==> src/rtl/adc_scan_pkg.sv <==
package adc_scan_pkg;
  typedef enum logic [1:0] {ST_IDLE, ST_DELAY, ST_SAMPLE, ST_CONV} scan_state_e;

  localparam int unsigned REG_W     = 16;
  localparam int unsigned MASK_LSB  = 8;
  localparam int unsigned BIT_START = 0;
  localparam int unsigned BIT_IRQEN = 1;
  localparam int unsigned BIT_FLAG  = 2;
endpackage

==> src/rtl/adc_scan_cnt.sv <==
module adc_scan_cnt #(
  parameter int unsigned CNT_W = 4
) (
  input  logic             clk_i,
  input  logic             rst_ni,
  input  logic             load_i,
  input  logic [CNT_W-1:0] val_i,
  output logic             zero_o
);
  logic [CNT_W-1:0] cnt_q;

  always_ff @(posedge clk_i or negedge rst_ni) begin
    if (!rst_ni)            cnt_q <= '0;
    else if (load_i)        cnt_q <= val_i;
    else if (cnt_q != '0)   cnt_q <= cnt_q - 1'b1;
  end

  assign zero_o = (cnt_q == '0);
endmodule

==> src/rtl/adc_scan_pick.sv <==
// Lowest set mask bit at or above from_i.
module adc_scan_pick #(
  parameter int unsigned NUM_CH = 4,
  parameter int unsigned IDX_W  = 2
) (
  input  logic [NUM_CH-1:0] mask_i,
  input  logic [IDX_W:0]    from_i,
  output logic              found_o,
  output logic [IDX_W-1:0]  idx_o
);
  logic [NUM_CH-1:0] cand;

  for (genvar g = 0; g < NUM_CH; g++) begin : g_cand
    assign cand[g] = mask_i[g] && ((IDX_W+1)'(g) >= from_i);
  end

  always_comb begin
    found_o = 1'b0;
    idx_o   = '0;
    for (int i = NUM_CH - 1; i >= 0; i--) begin
      if (cand[i]) begin
        found_o = 1'b1;
        idx_o   = IDX_W'(i);
      end
    end
  end
endmodule

==> src/rtl/adc_scan_bank.sv <==
module adc_scan_bank #(
  parameter int unsigned NUM_CH = 4,
  parameter int unsigned RES_W  = 10,
  parameter int unsigned IDX_W  = 2
) (
  input  logic                         clk_i,
  input  logic                         rst_ni,
  input  logic                         we_i,
  input  logic [IDX_W-1:0]             idx_i,
  input  logic [RES_W-1:0]             data_i,
  output logic [NUM_CH-1:0][RES_W-1:0] res_o
);
  for (genvar g = 0; g < NUM_CH; g++) begin : g_res
    always_ff @(posedge clk_i or negedge rst_ni) begin
      if (!rst_ni)                               res_o[g] <= '0;
      else if (we_i && idx_i == IDX_W'(g))       res_o[g] <= data_i;
    end
  end
endmodule

==> src/rtl/adc_scan_seq.sv <==
module adc_scan_seq
  import adc_scan_pkg::*;
#(
  parameter int unsigned NUM_CH     = 4,
  parameter int unsigned RES_W      = 10,
  parameter int unsigned DELAY_CYC  = 6,
  parameter int unsigned SAMPLE_CYC = 4,
  parameter int unsigned ADDR_W     = 4,
  localparam int unsigned IDX_W     = (NUM_CH > 1) ? $clog2(NUM_CH) : 1
) (
  input  logic              clk_i,
  input  logic              rst_ni,
  input  logic              reg_we_i,
  input  logic [ADDR_W-1:0] reg_addr_i,
  input  logic [15:0]       reg_wdata_i,
  output logic [15:0]       reg_rdata_o,
  input  logic              trig_tmr0_i,
  input  logic              trig_tmr1_i,
  input  logic              trig_ext_i,
  output logic              sample_o,
  output logic              conv_start_o,
  output logic [IDX_W-1:0]  conv_ch_o,
  input  logic              conv_done_i,
  input  logic [RES_W-1:0]  conv_result_i,
  output logic              irq_o
);
  localparam int unsigned CNT_MAX = (DELAY_CYC > SAMPLE_CYC) ? DELAY_CYC : SAMPLE_CYC;
  localparam int unsigned CNT_W   = $clog2(CNT_MAX + 1);
  localparam logic [CNT_W-1:0] DLY_LD = CNT_W'(DELAY_CYC - 1);
  localparam logic [CNT_W-1:0] SMP_LD = CNT_W'(SAMPLE_CYC - 1);

  scan_state_e       state_q, state_d;
  logic [IDX_W-1:0]  ch_q, ch_d;
  logic              start_q, start_d;
  logic              flag_q, flag_d;
  logic              pend_q, pend_d;
  logic              irq_en_q;
  logic [NUM_CH-1:0] mask_q, mask_nxt, pick_mask;
  logic [IDX_W:0]    pick_from;
  logic              nxt_found;
  logic [IDX_W-1:0]  nxt_idx;
  logic              cnt_load, cnt_zero;
  logic [CNT_W-1:0]  cnt_val;
  logic              res_we;
  logic [NUM_CH-1:0][RES_W-1:0] res;

  logic ctrl_wr, trig_any, go, abort, flag_clr, idle;
  logic unused_wdata;

  assign idle      = (state_q == ST_IDLE);
  assign ctrl_wr   = reg_we_i && (reg_addr_i == '0);
  assign trig_any  = trig_tmr0_i || trig_tmr1_i || trig_ext_i;
  assign mask_nxt  = (ctrl_wr && idle) ? reg_wdata_i[MASK_LSB +: NUM_CH] : mask_q;
  assign go        = idle && (mask_nxt != '0) &&
                     ((ctrl_wr && reg_wdata_i[BIT_START]) || trig_any);
  assign abort     = !idle && ctrl_wr && !reg_wdata_i[BIT_START];
  assign flag_clr  = ctrl_wr && !reg_wdata_i[BIT_FLAG];
  assign unused_wdata = ^reg_wdata_i;

  assign pick_mask = idle ? mask_nxt : mask_q;
  assign pick_from = idle ? '0 : ({1'b0, ch_q} + 1'b1);

  adc_scan_pick #(.NUM_CH(NUM_CH), .IDX_W(IDX_W)) i_pick (
    .mask_i (pick_mask),
    .from_i (pick_from),
    .found_o(nxt_found),
    .idx_o  (nxt_idx)
  );

  adc_scan_cnt #(.CNT_W(CNT_W)) i_cnt (
    .clk_i (clk_i),
    .rst_ni(rst_ni),
    .load_i(cnt_load),
    .val_i (cnt_val),
    .zero_o(cnt_zero)
  );

  always_comb begin
    state_d  = state_q;
    ch_d     = ch_q;
    start_d  = start_q;
    flag_d   = flag_q && !flag_clr;
    pend_d   = 1'b0;
    cnt_load = 1'b0;
    cnt_val  = SMP_LD;
    res_we   = 1'b0;
    unique case (state_q)
      ST_IDLE: if (go) begin
        state_d  = ST_DELAY;
        ch_d     = nxt_idx;
        start_d  = 1'b1;
        cnt_load = 1'b1;
        cnt_val  = DLY_LD;
      end
      ST_DELAY: if (cnt_zero) begin
        state_d  = ST_SAMPLE;
        cnt_load = 1'b1;
      end
      ST_SAMPLE: if (cnt_zero) begin
        state_d = ST_CONV;
        pend_d  = 1'b1;
      end
      ST_CONV: if (conv_done_i) begin
        res_we = 1'b1;
        if (nxt_found) begin
          state_d  = ST_SAMPLE;
          ch_d     = nxt_idx;
          cnt_load = 1'b1;
        end else begin
          state_d = ST_IDLE;
          start_d = 1'b0;
          flag_d  = 1'b1;
        end
      end
      default: state_d = ST_IDLE;
    endcase
    if (abort) begin
      state_d  = ST_IDLE;
      start_d  = 1'b0;
      flag_d   = flag_q && !flag_clr;
      pend_d   = 1'b0;
      cnt_load = 1'b0;
      res_we   = 1'b0;
    end
  end

  always_ff @(posedge clk_i or negedge rst_ni) begin
    if (!rst_ni) begin
      state_q  <= ST_IDLE;
      ch_q     <= '0;
      start_q  <= 1'b0;
      flag_q   <= 1'b0;
      pend_q   <= 1'b0;
      irq_en_q <= 1'b0;
      mask_q   <= '0;
    end else begin
      state_q <= state_d;
      ch_q    <= ch_d;
      start_q <= start_d;
      flag_q  <= flag_d;
      pend_q  <= pend_d;
      mask_q  <= mask_nxt;
      if (ctrl_wr) irq_en_q <= reg_wdata_i[BIT_IRQEN];
    end
  end

  adc_scan_bank #(.NUM_CH(NUM_CH), .RES_W(RES_W), .IDX_W(IDX_W)) i_bank (
    .clk_i (clk_i),
    .rst_ni(rst_ni),
    .we_i  (res_we),
    .idx_i (ch_q),
    .data_i(conv_result_i),
    .res_o (res)
  );

  always_comb begin
    reg_rdata_o = '0;
    if (reg_addr_i == '0) begin
      reg_rdata_o[BIT_START]           = start_q;
      reg_rdata_o[BIT_IRQEN]           = irq_en_q;
      reg_rdata_o[BIT_FLAG]            = flag_q;
      reg_rdata_o[MASK_LSB +: NUM_CH]  = mask_q;
    end else begin
      for (int n = 0; n < NUM_CH; n++) begin
        if (reg_addr_i == ADDR_W'(n + 1)) reg_rdata_o[RES_W-1:0] = res[n];
      end
    end
  end

  assign sample_o     = (state_q == ST_SAMPLE);
  assign conv_start_o = pend_q;
  assign conv_ch_o    = ch_q;
  assign irq_o        = flag_q && irq_en_q;
endmodule

==> config.mk <==
export PLATFORM = sky130hd
export DESIGN_NAME = adc_scan_seq
export DESIGN_NICKNAME = d
export VERILOG_FILES = /design/src/rtl/adc_scan_pkg.sv /design/src/rtl/adc_scan_cnt.sv /design/src/rtl/adc_scan_pick.sv /design/src/rtl/adc_scan_bank.sv /design/src/rtl/adc_scan_seq.sv
export SDC_FILE = /design/constraint.sdc
export NUM_CORES = 1
export LEC_CHECK = 0
export ABC_CLOCK_PERIOD_IN_PS = 4200
export BUFFER_PORTS_ARGS = -buffer_cell sky130_fd_sc_hd__buf_4
export CAP_MARGIN = 30
export CELL_PAD_IN_SITES_DETAIL_PLACEMENT = 1
export CELL_PAD_IN_SITES_GLOBAL_PLACEMENT = 2
export CORE_MARGIN = 1.5
export CORE_UTILIZATION = 38
export DETAILED_ROUTE_END_ITERATION = 8
export PLACE_DENSITY_LB_ADDON = 0.3
export SETUP_SLACK_MARGIN = 0.3
export SLEW_MARGIN = 20
export SYNTH_ARGS = -nofsm -noshare
export SYNTH_HDL_FRONTEND = slang
export SYNTH_SLANG_ARGS = --single-unit
==> constraint.sdc <==
create_clock -name clk_i -period 4.2 [get_ports clk_i]
set_clock_uncertainty 0.2 [all_clocks]
set_input_delay 0.21 -clock clk_i [delete_from_list [all_inputs] [get_ports clk_i]]
set_output_delay 0.21 -clock clk_i [all_outputs]
set_load 0.02 [all_outputs]
== Yosys cells after proc, flatten, opt, wreduce, memory -nomap -nowiden ==
Index checks and enable logic that the tools add are counted.
Storage, ports and cells
  register bits: 55
  memories kept: 0
  bits in read-only memories: 0
  RAM bits: 0
  input bits: 37
  word-level logic and storage cells: 127
  latch bits: 0
  output and inout port bits: 21
Cells by class
  magnitude comparators: 4
  divide/modulo/power cells: 0
  bitwise operators: 0
  $add $sub $neg: 2
  reduce and logical (&&, ||, !) cells: 37
  multiply operators: 0
  shift-type cells: 0
  muxes and demuxes: 54
  eq/ne operators: 18
Operators by type and width (number)
  $mux 10: 4
  $mux 2: 15
  $mux 1: 22
  $logic_and 1x1->1: 18
  $mux 3: 6
  $ne 3x3->1 const B: 4
  $reduce_and 4->1: 3
  $eq 2x2->1 const B: 4
  $eq 4x2->1 const B: 2
  $mux 4: 2
  $pmux 2 s4: 1
  $ge 1x3->1 const A: 2
  $ge 2x3->1 const A: 2
  $reduce_bool 3->1: 2
  $mux 5: 1
  $eq 2x1->1 const B: 2
  $eq 4x1->1 const B: 1
  $eq 4x3->1 const B: 1
  $logic_not 1->1: 4
  $logic_not 2->1: 2
  $logic_not 4->1: 1
  $ne 2x2->1 const B: 2
  $pmux 2 s2: 1
  $reduce_bool 2->1: 2
  9 further kinds: 11

== Longest topological paths before layout ==
  depth after elaboration: 15
  depth in mapped cells: 9
  gate-level depth less buffers: 8

== Cells and area by module ==
A second synthesis with hierarchy kept.
Unflattened totals
  cells, all modules: 259
  area, all modules: 2967.8 µm²
Modules (own cells, without submodules)
  adc_scan_bank: instances 1, cells an instance 87, seq. area each 1001.0 µm², area an instance 1597.8 µm²
  adc_scan_seq: instances 1, cells an instance 140, seq. area each 300.3 µm², area an instance 1101.1 µm²
  adc_scan_cnt: instances 1, cells an instance 21, seq. area each 75.1 µm², area an instance 201.4 µm²
  adc_scan_pick: instances 1, cells an instance 11, seq. area each 0.0 µm², area an instance 67.6 µm²

== Least setup slack after synthesis ==
Ideal clock, no wire load.
  kind: input -> register
  start: input port reg_addr_i[0]
  end: register ch_q[1] (netlist: conv_ch_o[1])
  stages on the path: 8
  arrival: 2.127 ns
  data required time: 3.924 ns
  setup slack: 1.796 ns
  cell sequence: buf_6 -> or4_4 -> buf_6 -> or4_4 -> a21oi_4 -> nor2_2 -> or3b_1 -> o21ai_1
On the way
  cells in the longest elaborated chain, start to end: 13
  elaborated cells on any way between the ends: 29
  those cells by class: eq/ne: 2; mux: 14; reduce/logical: 13
RTL lines
  start: declaration: RTL line adc_scan_seq.sv:14  | input logic [ADDR_W-1:0] reg_addr_i,
  $logic_not 4->1 *: RTL line adc_scan_seq.sv:51  | assign ctrl_wr = reg_we_i && (reg_addr_i == '0);
  $logic_and 1x1->1 *: RTL line adc_scan_seq.sv:51
  $logic_and 1x1->1: RTL line adc_scan_seq.sv:53  | assign mask_nxt = (ctrl_wr && idle) ? reg_wdata_i[MASK_LSB +: NUM_CH] : mask_q;
  $mux 4: RTL line adc_scan_seq.sv:53
  $mux 4: RTL line adc_scan_seq.sv:60  | assign pick_mask = idle ? mask_nxt : mask_q;
  $logic_and 1x1->1: RTL line adc_scan_pick.sv:14  | assign cand[g] = mask_i[g] && ((IDX_W+1)'(g) >= from_i);
  $mux 2 (4 in series): RTL line adc_scan_pick.sv:21  | if (cand[i]) begin
  $mux 2: RTL line adc_scan_seq.sv:105  | if (nxt_found) begin
  $mux 2: RTL line adc_scan_seq.sv:103  | ST_CONV: if (conv_done_i) begin
  $pmux 2 s2: RTL line adc_scan_seq.sv:87  | unique case (state_q)
  end signal: assignment: RTL line adc_scan_seq.sv:138  | ch_q <= ch_d;
  end: declaration: RTL line adc_scan_seq.sv:33  | logic [IDX_W-1:0] ch_q, ch_d;
Every way passes the cells marked *; elsewhere a longest branch is shown, timed or not. The select of a mux whose other input is x is not followed.
A chain may end at the register's enable or synchronous reset.

== Worst setup path after layout ==
  start: register state_q[0]
  end: register ch_q[1] (netlist: conv_ch_o[1])
On the way
  cells in the longest elaborated chain, start to end: 12
  elaborated cells on any way between the ends: 34
  those cells by class: order compare: 4; eq/ne: 4; mux: 15; reduce/logical: 11
RTL lines
  start: declaration: RTL line adc_scan_seq.sv:32  | scan_state_e state_q, state_d;
  start signal: assignment: RTL line adc_scan_seq.sv:137  | state_q <= state_d;
  branches (longest 12 deep; another with $ge 2x3->1)
Parallel ways; which one is timed is not known. The select of a mux whose other input is x is not followed.

==> key figures <==
Clock tree
  • Clock Path Buffers: 2
  • Total clock sinks: 55
  • # H-tree levels: 2
  • CTS clk-pin slew, worst paths: 0.11 ns
  • CTS tree: done
  • # resized after CTS: 0
  • TritonCTS Buffers: 5
  • Post CTS Setup Buffer Count: 0
  • Hold_buf cts: 13
  • Clk Latency, worst-skew pair: 0.32 ns
  • Root Buffer: clkbuf_8

Global route
  • Initial antenna violation count: 0
  • Vias in the first global route: 2,415
  • Gr usage total: 18.8%
  • Remaining Overflow, GRT: 0
  • First-pass GRT wire length: approximately 12 mm
  • Largest net degree at the start of global routing: 56

Die
  • Total die area: 8220 µm²
  • Die width: between 90 and 100 µm
  • Ports: just under 60
  • Core Area: 7330 µm²
  • Site Rows: 31
  • Die height: 90.7 µm
  • Starting Density: between 30% and 40%

Synthesis
  • Adder-cell area share of the yosys netlist: approximately 2.6%
  • Synth Cell Area: between 2000 and 3000 µm²
  • Post-Syn Area per Cell: 10.9 µm²
  • XOR/XNOR Fraction of Synth Area: 0.300%
  • Number of synthesized flops with an enable pin: 0
  • Flops & latches, synth: 55
  • Compound-Gate Fraction of Synth Area: a little under an eighth
  • Netlist cell types: 46
  • Gate Count Post-Synth: between 200 and 300
  • Async set-reset flop share out of synthesis: 100%
  • Sequential share of the synthesized area: 47.1%
  • Multiplexer area fraction after synthesis: 20.5%
  • Synth Area in Simple Gates: 14.2%
  • Top FF cell, synth: dfrtp_1
  • Synth Warn #: 0
  • Largest family of logic cells by synthesized area: multiplexers

Layout
  • Most common cell after layout, fill and taps aside: dfrtp_1
  • Layout Nets: 367
  • P&R area growth vs syn: 21.6%
  • Post-route cell area: 3550 µm²
  • Share of cells above drive strength 1: 34.8%
  • Finished Layout Cells: 424
  • # diodes: 0
  • Most frequent cells in the layout: dfrtp_1 (55), mux2_2 (47), buf_4 (45), nor2_1 (19), a21oi_1 (19)
  • # fillers: 801

Placed design
  • HPWL after DPL: between 5 and 6 mm
  • Post-DP Area: approximately 3300 µm²
  • PortBufs: 44
  • GP Congestion: 0.773
  • Dpl cells: 403

Timing
  • Number of hold violations in the final report: 0
  • Crit path time final: 2.57 ns
  • Setup Viol. Count Final: 0
  • Max Slew Vio Count: 0
  • Hold_ws: ~0.018 ns
  • Max-slew headroom at the worst pin: slightly above 40%
  • RSZ-0062 raised after global routing: false
  • Tcrit/Tclk final: 61.3%
  • Fmax: 388 MHz
  • Worst-margin pin slew: approximately 0.87 ns
  • Setup TNS: 0 ns

Power
  • P_leak: 1.66 nW
  • Power, Total: 2.05 mW
  • Maximum VDD drop: 0.227 mV
  • PD cells: around 580 nW/µm²

Drt
  • 1st-iter DRT viols: 47
  • Routed vias/inst: 5.26
  • WL final: 7.27 mm
  • DRC errors left: 0
  • Initial DRT Pass Iterations: 4
  • Routed vias: 2,232
  • Routed length per instance: 17.2 µm
  • ANT nets after route: 0

Setup path
  • Startpoint types: flop
  • CP arrival: 2.63 ns
  • Worst EP required: 4.26 ns
  • CP Capture Type: flop
  • Critical path class: reg2reg
  • Peak fanout along the critical path: 13

Min path
  • Min-Delay Path Class: in2reg

Flow run
  • # Max-Cap Violations: 0

Outcome
  • Status: complete, no violations
## registers in the layout, summed over array words and instances, names as in the netlist
register      flops
i_cnt.cnt_q       3
state_q           2
conv_start_o      1
i_bank.res_o     40
conv_ch_o         2
irq_en_q          1
flag_q            1
start_q           1
mask_q            4
## worst paths after layout
path	start	to	slack, ns	depth (start not counted)
max	state_q[0]	conv_ch_o[1]	1.63	6
min	reg_wdata_i[9]	mask_q[1]	0.02	3
max reg2reg	state_q[0]	conv_ch_o[1]	1.63	6
min reg2reg	i_bank.res_o[13]	i_bank.res_o[13]	0.32	1
max in group asynchronous	rst_ni	mask_q[2]	3.06	2
min in group asynchronous	rst_ni	mask_q[3]	0.25	2
## power breakdown
| part | leakage [nW] | switching [mW] | internal [mW] |
|---|---|---|---|
| sequential | 0.696 | 0.165 | 0.758 |
| clock | 0.0467 | 0.199 | 0.124 |
| combinational | 0.922 | 0.386 | 0.418 |
| total | 1.66 | 0.750 | 1.30 |
## logic make-up after synthesis
logic type,Yosys count
other,1
buffers and inverters,20
and+or+nand+nor,77
xor gates and xnor gates,1
DFF,55
muxes,54
adders and majority gates,6
AOI/OAI and AO/OA,54
## critical path: stages, from the launching register on
cell and delay, ns:
dfrtp_1 0.63, or2_0 0.41, nor3_1 0.15, a211oi_1 0.33, and3_1 0.34, or3b_1 0.37, o21ai_1 0.08
## layout make-up
| cell class | count | area (µm²) | share of cell area, % |
|---|---|---|---|
| clock buffer | 5 | 68.8 | 1.94 |
| multi-input combinational | 196 | 1460 | 41.0 |
| inverter | 8 | 30.0 | 0.846 |
| tap | 99 | 124 | 3.49 |
| timing repair buffer | 58 | 468 | 13.2 |
| clock inverter | 3 | 27.5 | 0.775 |
| sequential | 55 | 1380 | 38.8 |
## synth_stat cells, types with 4 or more instances
library cell,n,area [µm²]
clkbuf_1,6,22.5
inv_1,8,30.0
mux2_2,47,529
nor4_1,4,25.0
nand2_2,4,25.0
o21ai_0,14,70.1
a22oi_1,5,37.5
dfrtp_1,55,1380
nand3_1,4,20.0
nor2_1,19,71.3
nand2_1,15,56.3
nor3_1,6,30.0
buf_4,4,30.0
nor2b_1,4,25.0
a21oi_1,19,95.1
mux2i_1,7,70.1
ha_1,6,75.1
## per-layer routing
layer,up-vias,GRT usage (%),routed length (µm)
met5,-,0,0
met4,0,4.89,114
met3,10,3.11,234
met2,44,32.9,3670
met1,1115,23.9,3250
li1,1063,-,-
## metrics by stage
step | util (%) | setup slack, ns
after floorplan | - | 1.80
after global placement | 45.3 | 1.39
after detailed placement | 45.3 | 1.38
after CTS | 48.4 | 1.65
after global routing | 48.4 | 1.45
final | 48.4 | 1.63
Power figures use the tool's default switching activity.
